File: src/rtl/div_timer_pkg.sv
package div_timer_pkg;
  typedef enum logic [2:0] {
    ADDR_CTRL = 3'd0,
    ADDR_VEC  = 3'd1,
    ADDR_INIT = 3'd2,
    ADDR_CUR  = 3'd3,
    ADDR_DIV  = 3'd4
  } reg_addr_e;

  localparam int DATA_W    = 32;
  localparam int MASK_BIT  = 16;
  localparam int MODE_BIT  = 17;
  localparam int MAX_SHIFT = 7;

  // code 3'b111 selects divide-by-1, others 2^(code+1)
  function automatic logic [2:0] div_shift(input logic [2:0] code);
    return (code == 3'b111) ? 3'd0 : code + 3'd1;
  endfunction
endpackage

File: src/rtl/div_timer_prescaler.sv
module div_timer_prescaler
  import div_timer_pkg::*;
#(
  parameter int PRE_W = MAX_SHIFT
) (
  input  logic       clk_i,
  input  logic       rst_ni,
  input  logic       restart_i,
  input  logic       base_tick_i,
  input  logic [2:0] shift_i,
  output logic       tick_o
);
  logic [PRE_W-1:0] cnt_q;
  logic [PRE_W-1:0] last;

  assign last   = ~({PRE_W{1'b1}} << shift_i);
  // >= so a ratio shrunk mid-count fires on the next base tick
  assign tick_o = base_tick_i && !restart_i && (cnt_q >= last);

  always_ff @(posedge clk_i or negedge rst_ni) begin
    if (!rst_ni)          cnt_q <= '0;
    else if (restart_i)   cnt_q <= '0;
    else if (base_tick_i) cnt_q <= tick_o ? '0 : cnt_q + 1'b1;
  end
endmodule

File: src/rtl/div_timer_counter.sv
module div_timer_counter #(
  parameter int CNT_W     = 32,
  parameter int VEC_W     = 8,
  parameter int TICK_STEP = 4
) (
  input  logic             clk_i,
  input  logic             rst_ni,
  input  logic             load_i,
  input  logic [CNT_W-1:0] load_val_i,
  input  logic             tick_i,
  input  logic             periodic_i,
  input  logic             masked_i,
  input  logic [VEC_W-1:0] vec_i,
  output logic [CNT_W-1:0] init_o,
  output logic [CNT_W-1:0] cur_o,
  output logic             irq_o,
  output logic [VEC_W-1:0] irq_vec_o
);
  localparam logic [CNT_W-1:0] STEP = CNT_W'(TICK_STEP);

  logic [CNT_W-1:0] init_q, cur_q, leftover, reload;
  logic             running, expire;

  assign running  = (init_q != '0) && (periodic_i || cur_q != '0);
  assign expire   = tick_i && running && (cur_q <= STEP);
  assign leftover = STEP - cur_q;
  assign reload   = (init_q > leftover) ? init_q - leftover : '0;

  always_ff @(posedge clk_i or negedge rst_ni) begin
    if (!rst_ni) begin
      init_q    <= '0;
      cur_q     <= '0;
      irq_o     <= 1'b0;
      irq_vec_o <= '0;
    end else begin
      irq_o <= expire && !masked_i;
      if (expire) irq_vec_o <= vec_i;
      if (load_i) begin
        init_q <= load_val_i;
        cur_q  <= load_val_i;
      end else if (expire) begin
        cur_q <= periodic_i ? reload : '0;
      end else if (tick_i && running) begin
        cur_q <= cur_q - STEP;
      end
    end
  end

  assign init_o = init_q;
  assign cur_o  = cur_q;
endmodule

File: src/rtl/div_timer_regs.sv
module div_timer_regs
  import div_timer_pkg::*;
#(
  parameter int CNT_W = 32,
  parameter int VEC_W = 8
) (
  input  logic              clk_i,
  input  logic              rst_ni,
  input  logic              we_i,
  input  logic [2:0]        addr_i,
  input  logic [DATA_W-1:0] wdata_i,
  input  logic [CNT_W-1:0]  init_i,
  input  logic [CNT_W-1:0]  cur_i,
  output logic [DATA_W-1:0] rdata_o,
  output logic              sw_en_o,
  output logic              masked_o,
  output logic              periodic_o,
  output logic [VEC_W-1:0]  vec_o,
  output logic [2:0]        shift_o,
  output logic              load_o,
  output logic [CNT_W-1:0]  load_val_o
);
  reg_addr_e  addr;
  logic       sw_en_q, mask_q, per_q;
  logic [VEC_W-1:0] vec_q;
  logic [2:0] code_q;

  assign addr = reg_addr_e'(addr_i);

  always_ff @(posedge clk_i or negedge rst_ni) begin
    if (!rst_ni) begin
      sw_en_q <= 1'b0;
      mask_q  <= 1'b1;
      per_q   <= 1'b0;
      vec_q   <= '0;
      code_q  <= '0;
    end else if (we_i) begin
      unique case (addr)
        ADDR_CTRL: sw_en_q <= wdata_i[0];
        ADDR_VEC: begin
          vec_q  <= wdata_i[VEC_W-1:0];
          mask_q <= wdata_i[MASK_BIT] | ~sw_en_q;
          per_q  <= wdata_i[MODE_BIT];
        end
        ADDR_DIV: code_q <= {wdata_i[3], wdata_i[1:0]};
        default: ;
      endcase
    end
  end

  always_comb begin
    rdata_o = '0;
    unique case (addr)
      ADDR_CTRL: rdata_o[0] = sw_en_q;
      ADDR_VEC: begin
        rdata_o[VEC_W-1:0] = vec_q;
        rdata_o[MASK_BIT]  = mask_q;
        rdata_o[MODE_BIT]  = per_q;
      end
      ADDR_INIT: rdata_o = DATA_W'(init_i);
      ADDR_CUR:  rdata_o = DATA_W'(cur_i);
      ADDR_DIV:  rdata_o[3:0] = {code_q[2], 1'b0, code_q[1:0]};
      default: ;
    endcase
  end

  assign sw_en_o    = sw_en_q;
  assign masked_o   = mask_q;
  assign periodic_o = per_q;
  assign vec_o      = vec_q;
  assign shift_o    = div_shift(code_q);
  assign load_o     = we_i && (addr == ADDR_INIT);
  assign load_val_o = wdata_i[CNT_W-1:0];
endmodule

File: src/rtl/div_countdown_timer.sv
module div_countdown_timer
  import div_timer_pkg::*;
#(
  parameter int CNT_W     = 32,
  parameter int VEC_W     = 8,
  parameter int TICK_STEP = 4
) (
  input  logic              clk_i,
  input  logic              rst_ni,
  input  logic              base_tick_i,
  input  logic              we_i,
  input  logic [2:0]        addr_i,
  input  logic [DATA_W-1:0] wdata_i,
  output logic [DATA_W-1:0] rdata_o,
  output logic              irq_o,
  output logic [VEC_W-1:0]  irq_vec_o
);
  logic             sw_en, vec_masked, periodic, init_wr, div_tick;
  logic [VEC_W-1:0] vec_num;
  logic [2:0]       shift;
  logic [CNT_W-1:0] load_val, init_val, cur_val;

  div_timer_regs #(.CNT_W(CNT_W), .VEC_W(VEC_W)) u_regs (
    .clk_i      (clk_i),
    .rst_ni     (rst_ni),
    .we_i       (we_i),
    .addr_i     (addr_i),
    .wdata_i    (wdata_i),
    .init_i     (init_val),
    .cur_i      (cur_val),
    .rdata_o    (rdata_o),
    .sw_en_o    (sw_en),
    .masked_o   (vec_masked),
    .periodic_o (periodic),
    .vec_o      (vec_num),
    .shift_o    (shift),
    .load_o     (init_wr),
    .load_val_o (load_val)
  );

  div_timer_prescaler u_pre (
    .clk_i       (clk_i),
    .rst_ni      (rst_ni),
    .restart_i   (init_wr),
    .base_tick_i (base_tick_i),
    .shift_i     (shift),
    .tick_o      (div_tick)
  );

  div_timer_counter #(.CNT_W(CNT_W), .VEC_W(VEC_W), .TICK_STEP(TICK_STEP)) u_cnt (
    .clk_i      (clk_i),
    .rst_ni     (rst_ni),
    .load_i     (init_wr),
    .load_val_i (load_val),
    .tick_i     (div_tick),
    .periodic_i (periodic),
    .masked_i   (vec_masked),
    .vec_i      (vec_num),
    .init_o     (init_val),
    .cur_o      (cur_val),
    .irq_o      (irq_o),
    .irq_vec_o  (irq_vec_o)
  );
endmodule

File: config.mk
export PLATFORM = sky130hd
export DESIGN_NAME = div_countdown_timer
export DESIGN_NICKNAME = d
export VERILOG_FILES = /design/src/rtl/div_timer_pkg.sv /design/src/rtl/div_timer_prescaler.sv /design/src/rtl/div_timer_counter.sv /design/src/rtl/div_timer_regs.sv /design/src/rtl/div_countdown_timer.sv
export SDC_FILE = /design/constraint.sdc
export NUM_CORES = 1
export LEC_CHECK = 0
export ABC_CLOCK_PERIOD_IN_PS = 10200
export BUFFER_PORTS_ARGS = -buffer_cell sky130_fd_sc_hd__buf_2
export CORE_UTILIZATION = 61
export CTS_BUF_LIST = sky130_fd_sc_hd__clkbuf_8 sky130_fd_sc_hd__clkbuf_16
export DETAILED_ROUTE_END_ITERATION = 12
export HOLD_SLACK_MARGIN = 0.12
export PLACE_DENSITY = 0.82
export SYNTH_ARGS = -nofsm -noshare
export SYNTH_HDL_FRONTEND = slang
export SYNTH_HIERARCHICAL = 1
export SYNTH_SLANG_ARGS = --single-unit
File: constraint.sdc
create_clock -name clk_i -period 10.2 [get_ports clk_i]
set_input_delay 2.55 -clock clk_i [delete_from_list [all_inputs] [get_ports clk_i]]
set_output_delay 2.55 -clock clk_i [all_outputs]
set_load 0.005 [all_outputs]
==> results of run 1 <==
-- cell usage in the layout, fill, tap and decap left out, types with 20 or more instances in the layout --
cell     count
mux2_2      48
nor2_1      81
inv_1       36
ha_1        46
a21oi_1     67
xnor2_1     39
a22o_1      25
o21ai_0     73
dfrtp_1     93
nor4_1      20
buf_2       78
nand2_1     81
xor2_1      22
nand3_1     21
nor3_1      25
-- critical path, stage by stage --
cell and delay [ns]:
buf_2 0.27, nor2b_1 0.28, and2_1 0.92, a22o_1 0.28, buf_2 0.11
-- final timing paths --
path                               endpoint  depth (start not counted)  slack (ns)      startpoint
max reg2reg                 u_cnt/cur_o[10]                         16        4.72  u_cnt/cur_o[6]
max in group asynchronous  u_cnt/init_o[30]                          2        6.90          rst_ni
min reg2reg                 u_regs/masked_o                          1        0.49  u_regs/sw_en_o
min                         u_regs/masked_o                          1        0.49  u_regs/sw_en_o
max                             rdata_o[19]                          5        3.22       addr_i[0]
min in group asynchronous    u_pre/cnt_q[2]                          1        2.13          rst_ni
-- routing by layer --
layer	track usage (%)	vias to the layer above	wire, um
met5	0	-	0
met4	19.1	0	1200
met3	5.01	105	2260
met2	54.0	464	10500
met1	48.0	3623	9870
li1	-	3499	-
-- cells by family after synthesis --
family	share of synthesized area (%)
simple gates	19.3
compound gates	22.8
buf+inv	8.01
flops	29.0
xor+xnor	6.58
mux	7.03
fa+ha+maj	7.33
-- metrics by stage --
stage | worst slack, ns | total power (uW)
2_1_floorplan | 4.19 | 1340
3_3_place_gp | 3.33 | 1550
3_5_place_dp | 3.23 | 1570
4_1_cts | 3.22 | 1930
5_1_grt | 3.06 | 2080
6_report | 3.22 | 1960
-- report_power, final --
group          internal, uW  total, uW  switching [uW]
Clock                   193        353             159
Combinational           419        978             560
Sequential              453        626             172
Total                  1070       1960             891
-- cell type report --
class                           instances  share of cell area [%]
Inverter                               37                    1.62
Multi-Input combinational cell        738                    59.6
Clock buffer                            9                    2.62
Tap cell                              172                    2.50
Clock inverter                          7                   0.917
Sequential cell                        94                    27.4
Timing Repair Buffer                   87                    5.33
-- registers in the layout, indices dropped and copies added, names as in the netlist --
signal             flops
u_cnt/cur_o           32
u_cnt/init_o          32
u_cnt/irq_o            1
u_cnt/irq_vec_o        8
u_pre/cnt_q            7
u_regs/code_q          3
u_regs/masked_o        1
u_regs/periodic_o      1
u_regs/sw_en_o         1
u_regs/vec_o           8
==> results.sh, run 1 <==
export IMPL_ys_types=82
export IMPL_htreeDepth=3
export IMPL_synth_area_per_cell_um2=8.51
export IMPL_multi_input_area_mm2=0.00512
export IMPL_finalHoldViolCount=0
export IMPL_start_util_pct=63.3
export IMPL_synth_area_leaders="dfrtp_1 (29%), ha_1 (7.1%), mux2_2 (6.7%)"
export IMPL_design_core_area_mm2=0.0128
export IMPL_via_per_inst=6.72
export IMPL_antenna_found_initial=0
export IMPL_finalNonFillerCells=1144
export IMPL_postCtsHoldBufs=0
export IMPL_overflow=0
export IMPL_ys_warn_count=6
export IMPL_area_growth_pct=5.79
export IMPL_synthDominantCellAreaShare_pct=28.7
export IMPL_cts_root_buffer="clkbuf_16"
export IMPL_finish_instance_area_mm2=0.00859
export IMPL_ir_drop_mv=0.100
export IMPL_tightestPinTransition_ns=1.13
export IMPL_yosysSeqAreaShare_pct=29.0
export IMPL_cts_made_buffers=9
export IMPL_dr_pass1_iters=6
export IMPL_dieArea_mm2=0.0138
export IMPL_clock_skew_final_ns=0.0103
export IMPL_wl_per_cell_um=20.9
export IMPL_p_per_area_mw_per_mm2=228
export IMPL_hp_class="flip-flop to flip-flop"
export IMPL_cts_sinks=94
export IMPL_whs_ns=0.490
export IMPL_dpl_cell_count=1128
export IMPL_p_leak_uw=0.00371
export IMPL_setup_worst_path_start_class="input port"
export IMPL_worstPathRequired_ns=7.65
export IMPL_antennaDiodeCount=0
export IMPL_final_max_slew_viol_count=0
export IMPL_grt_max_degree=64
export IMPL_post_cts_buffers=0
export IMPL_cts_tree="built"
export IMPL_placed_area_mm2=0.00829
export IMPL_drive_above_1_share_pct=18.2
export IMPL_routed_wirelength_um=23900
export IMPL_synth_seq_cells=94
export IMPL_die_h_um=117
export IMPL_seqCellArea_mm2=0.00235
export IMPL_dieWidth_um=117
export IMPL_vias=7691
export IMPL_max_cap_violations=0
export IMPL_min_period_over_period_pct=68.4
export IMPL_post_route_drc_count=0
export IMPL_layout_nets=1053
export IMPL_place_congestion=1.00
export IMPL_finalCriticalPeriod_ns=6.98
export IMPL_status="finished clean"
export IMPL_io_pins=80
export IMPL_finalSetupViolCount=0
export IMPL_port_buffers=79
export IMPL_rows=41
export IMPL_cp_end_kind="output pin"
export IMPL_crit_type="input port to output pin"
export IMPL_place_hpwl_um=17400
export IMPL_rsz0062_at_grt="false"
export IMPL_synth_commonest_cells="dfrtp_1 (93), nand2_1 (81), nor2_1 (81)"
export IMPL_ant_nets=0
export IMPL_cp_max_fo=22
export IMPL_n_fill_cell=1084
export IMPL_synth_ff_type="dfrtp_1"
export IMPL_maxSlewHeadroom_pct=24.5
export IMPL_grt_pass1_wl_um=38200
export IMPL_cts_resized=0
export IMPL_track_usage_pct=35.2
export IMPL_worstPathArrival_ns=4.43
export IMPL_post_route_util_pct=67.0
export IMPL_synth_most_common_cell="dfrtp_1"
export IMPL_synth_edf_count=0
export IMPL_drtIter0Drc=996
export IMPL_yosysTopAreaCell="dfrtp_1"
export IMPL_syn_inst=954
export IMPL_syn_cell_area_mm2=0.00812
export IMPL_fin_tns_setup_ns=0
export IMPL_clk_pin_slew_worst_paths_ns=0.07
export IMPL_max_freq_ghz=0.143
export IMPL_syn_num_nets=1040
export IMPL_clk_latency_ns=0.36
export IMPL_clockBufferDepth=2
export IMPL_grt_pass1_vias=7192
export IMPL_synthArstFlopShare_pct=100
(Power assumes the default switching activity.)
==> inputs of run 2 (changes only) <==
--- a/config.mk
+++ b/config.mk
@@ -5,13 +5,14 @@
 export SDC_FILE = /design/constraint.sdc
 export NUM_CORES = 1
 export LEC_CHECK = 0
-export ABC_CLOCK_PERIOD_IN_PS = 10200
+export ABC_AREA = 1
+export ABC_CLOCK_PERIOD_IN_PS = 6200
 export BUFFER_PORTS_ARGS = -buffer_cell sky130_fd_sc_hd__buf_2
-export CORE_UTILIZATION = 61
+export CORE_UTILIZATION = 56
 export CTS_BUF_LIST = sky130_fd_sc_hd__clkbuf_8 sky130_fd_sc_hd__clkbuf_16
 export DETAILED_ROUTE_END_ITERATION = 12
 export HOLD_SLACK_MARGIN = 0.12
-export PLACE_DENSITY = 0.82
+export PLACE_DENSITY = 0.78
 export SYNTH_ARGS = -nofsm -noshare
 export SYNTH_HDL_FRONTEND = slang
 export SYNTH_HIERARCHICAL = 1
==> constraint.sdc (replaced) <==
create_clock -name clk_i -period 6.2 [get_ports clk_i]
set_input_delay 1.55 -clock clk_i [delete_from_list [all_inputs] [get_ports clk_i]]
set_output_delay 1.55 -clock clk_i [all_outputs]
set_load 0.005 [all_outputs]
==> results.sh, run 2 <==
export IMPL_syn_inst=1528
export IMPL_cts_tree="built"
export IMPL_wl_per_cell_um=17.0
export IMPL_hp_class="flip-flop to flip-flop"
export IMPL_clockBufferDepth=2
export IMPL_port_buffers=79
export IMPL_placed_area_mm2=0.00966
export IMPL_crit_type="input port to output pin"
export IMPL_cts_root_buffer="clkbuf_16"
export IMPL_post_route_util_pct=61.8
export IMPL_rrSetupSlack_ns=1.43
export IMPL_crit_buf_inv=4
export IMPL_max_freq_ghz=0.208
export IMPL_finalNonFillerCells=1776
export IMPL_via_per_inst=5.49
export IMPL_crit_chain="buf_2 > inv_1 > nor3_2 > buf_4 > nand2_1 > nand2_1 > buf_2"
export IMPL_routed_wirelength_um=30200
export IMPL_finalSetupViolCount=0
export IMPL_pwr_share_clk_pct=14.2
export IMPL_mostFrequentLayoutCell="nand2_1"
export IMPL_clk_pin_slew_worst_paths_ns=0.08
export IMPL_die_h_um=131
export IMPL_overflow=0
export IMPL_io_pins=80
export IMPL_most_common_layout_cells="nand2_1 (556), inv_1 (194), nor2_1 (172), nand3_1 (128), dfrtp_1 (93)"
export IMPL_grt_pass1_vias=8644
export IMPL_htreeDepth=3
export IMPL_final_max_slew_viol_count=0
export IMPL_final_setup_worst_slack_ns=1.39
export IMPL_grt_max_degree=57
export IMPL_ant_nets=0
export IMPL_start_util_pct=58.2
export IMPL_synth_area_per_cell_um2=6.14
export IMPL_ys_types=39
export IMPL_maxSlewHeadroom_pct=40.5
export IMPL_dieWidth_um=131
export IMPL_synthArstFlopShare_pct=100
export IMPL_grt_pass1_wl_um=47000
export IMPL_status="finished clean"
export IMPL_multi_input_area_mm2=0.00584
export IMPL_critical_path_top_delay_family="buffers and inverters"
export IMPL_track_usage_pct=35.0
export IMPL_min_period_over_period_pct=77.6
export IMPL_post_route_drc_count=0
export IMPL_finalCriticalPeriod_ns=4.81
export IMPL_cp_end_kind="output pin"
export IMPL_max_cap_violations=0
export IMPL_tightestPinTransition_ns=0.891
export IMPL_layout_nets=1641
export IMPL_synthDominantCellAreaShare_pct=24.8
export IMPL_slowest_delay_ns=0.60
export IMPL_vias=9759
export IMPL_antenna_found_initial=0
export IMPL_post_cts_buffers=0
export IMPL_syn_cell_area_mm2=0.00939
export IMPL_power_frac_seq_pct=26.4
export IMPL_finish_instance_area_mm2=0.00996
export IMPL_design_core_area_mm2=0.0161
export IMPL_postCtsHoldBufs=0
export IMPL_place_congestion=1.01
export IMPL_cts_made_buffers=9
export IMPL_p_int_uw=1900
export IMPL_netSwitchingFraction_pct=53.1
export IMPL_slowest_stage="buf_2"
export IMPL_rsz0062_at_grt="false"
export IMPL_setup_worst_path_start_class="input port"
export IMPL_synth_commonest_cells="nand2_1 (556), inv_1 (195), nor2_1 (172)"
export IMPL_power_frac_comb_pct=59.4
export IMPL_place_hpwl_um=24100
export IMPL_cts_resized=0
export IMPL_synth_ff_type="dfrtp_1"
export IMPL_seqCellArea_mm2=0.00235
export IMPL_cts_sinks=94
export IMPL_ys_warn_count=6
export IMPL_drtIter0Drc=1104
export IMPL_yosysSeqAreaShare_pct=25.1
export IMPL_dr_pass1_iters=6
export IMPL_clk_latency_ns=0.36
export IMPL_finalHoldViolCount=0
export IMPL_dpl_cell_count=1760
export IMPL_area_growth_pct=6.17
export IMPL_syn_num_nets=1614
export IMPL_drive_above_1_share_pct=10.0
export IMPL_place_ws_ns=1.44
export IMPL_n_fill_cell=1608
export IMPL_yosysTopAreaCell="dfrtp_1"
export IMPL_power_switching_uw=2150
export IMPL_rows=46
export IMPL_synth_seq_cells=94
export IMPL_synth_edf_count=0
export IMPL_worstPathArrival_ns=3.26
export IMPL_worstPathRequired_ns=4.65
export IMPL_p_per_area_mw_per_mm2=406
export IMPL_cp_max_fo=38
export IMPL_antennaDiodeCount=0
export IMPL_clock_skew_final_ns=0.0165
export IMPL_synth_most_common_cell="nand2_1"
export IMPL_dieArea_mm2=0.0173
export IMPL_synth_area_leaders="dfrtp_1 (25%), nand2_1 (22%), inv_1 (7.8%)"
export IMPL_fin_tns_setup_ns=0
export IMPL_ir_drop_mv=0.203
export IMPL_p_leak_uw=0.00561
run 2: power groups by stage:
stage / Clock [uW] / Combinational, uW / Sequential, uW
final: 572 / 2400 / 1070
after global routing: 603 / 2660 / 1090
after CTS: 582 / 2330 / 1060
after detailed placement: 0 / 2310 / 1070
after global placement: 0 / 2290 / 1070
after floorplan: 0 / 1790 / 949
run 2: through the flow:
stage,power [uW],hold WS [ns]
2_1_floorplan,2740,0.456
3_3_place_gp,3360,0.467
3_5_place_dp,3380,0.473
4_1_cts,3970,0.486
5_1_grt,4350,0.504
6_report,4040,0.483
run 2: cell type report:
| cell class | instances | area share, % |
|---|---|---|
| clock buffer | 9 | 2.26 |
| clock inverter | 7 | 0.816 |
| inverter | 198 | 7.46 |
| multi-input combinational | 1166 | 58.6 |
| sequential | 94 | 23.6 |
| tap | 216 | 2.71 |
| timing repair buffer | 86 | 4.52 |
run 2: path summary, 6_finish.rpt:
kind,start,endpoint,cells after the start
worst max register to register,u_cnt/cur_o[3],u_cnt/cur_o[28],23
worst min-delay path,u_regs/masked_o,u_regs/masked_o,2
min in group asynchronous,rst_ni,u_cnt/irq_vec_o[5],1
worst min register to register,u_regs/masked_o,u_regs/masked_o,2
max in group asynchronous,rst_ni,u_cnt/init_o[12],2
worst max-delay path,addr_i[1],rdata_o[12],7
run 2: per-layer routing:
metal | GRT usage, % | part of all wire [%]
met5 | 0 | 0
met4 | 8.98 | 2.2
met2 | 51.7 | 42
met1 | 52.1 | 45
met3 | 6.13 | 10
run 2: kinds of logic (layout without fill, tap and decap cells):
kind of cell / Yosys count / count (layout) / synth area share (%)
adder cells (fa/ha/maj): 47 / 47 / 6.35
XOR/XNOR: 68 / 68 / 6.35
buffers and inverters: 268 / 300 / 12.8
multiplexers: 8 / 8 / 0.960
flip-flops: 94 / 94 / 25.1
AO/OA/AOI/OAI: 87 / 87 / 4.91
AND/OR/NAND/NOR: 956 / 956 / 43.6
run 2: worst register-to-register path, stage by stage, from the launching register on:
cell and delay, ns:
dfrtp_1 0.45, inv_1 0.16, ha_1 0.17, nand2_1 0.05, inv_1 0.07, nor2_1 0.08
inv_1 0.11, nand2_1 0.13, nor2_1 0.37, nand2_1 0.20, nor2_1 0.15, xnor2_1 0.17
inv_1 0.07, ha_1 0.40, nand2_1 0.13, nor2_1 0.20, nand2_1 0.12, nor2_1 0.27
nand2_2 0.11, nand2_4 0.15, nand2_2 0.09, nor2_4 0.43, nand4_1 0.38, a21oi_1 0.23
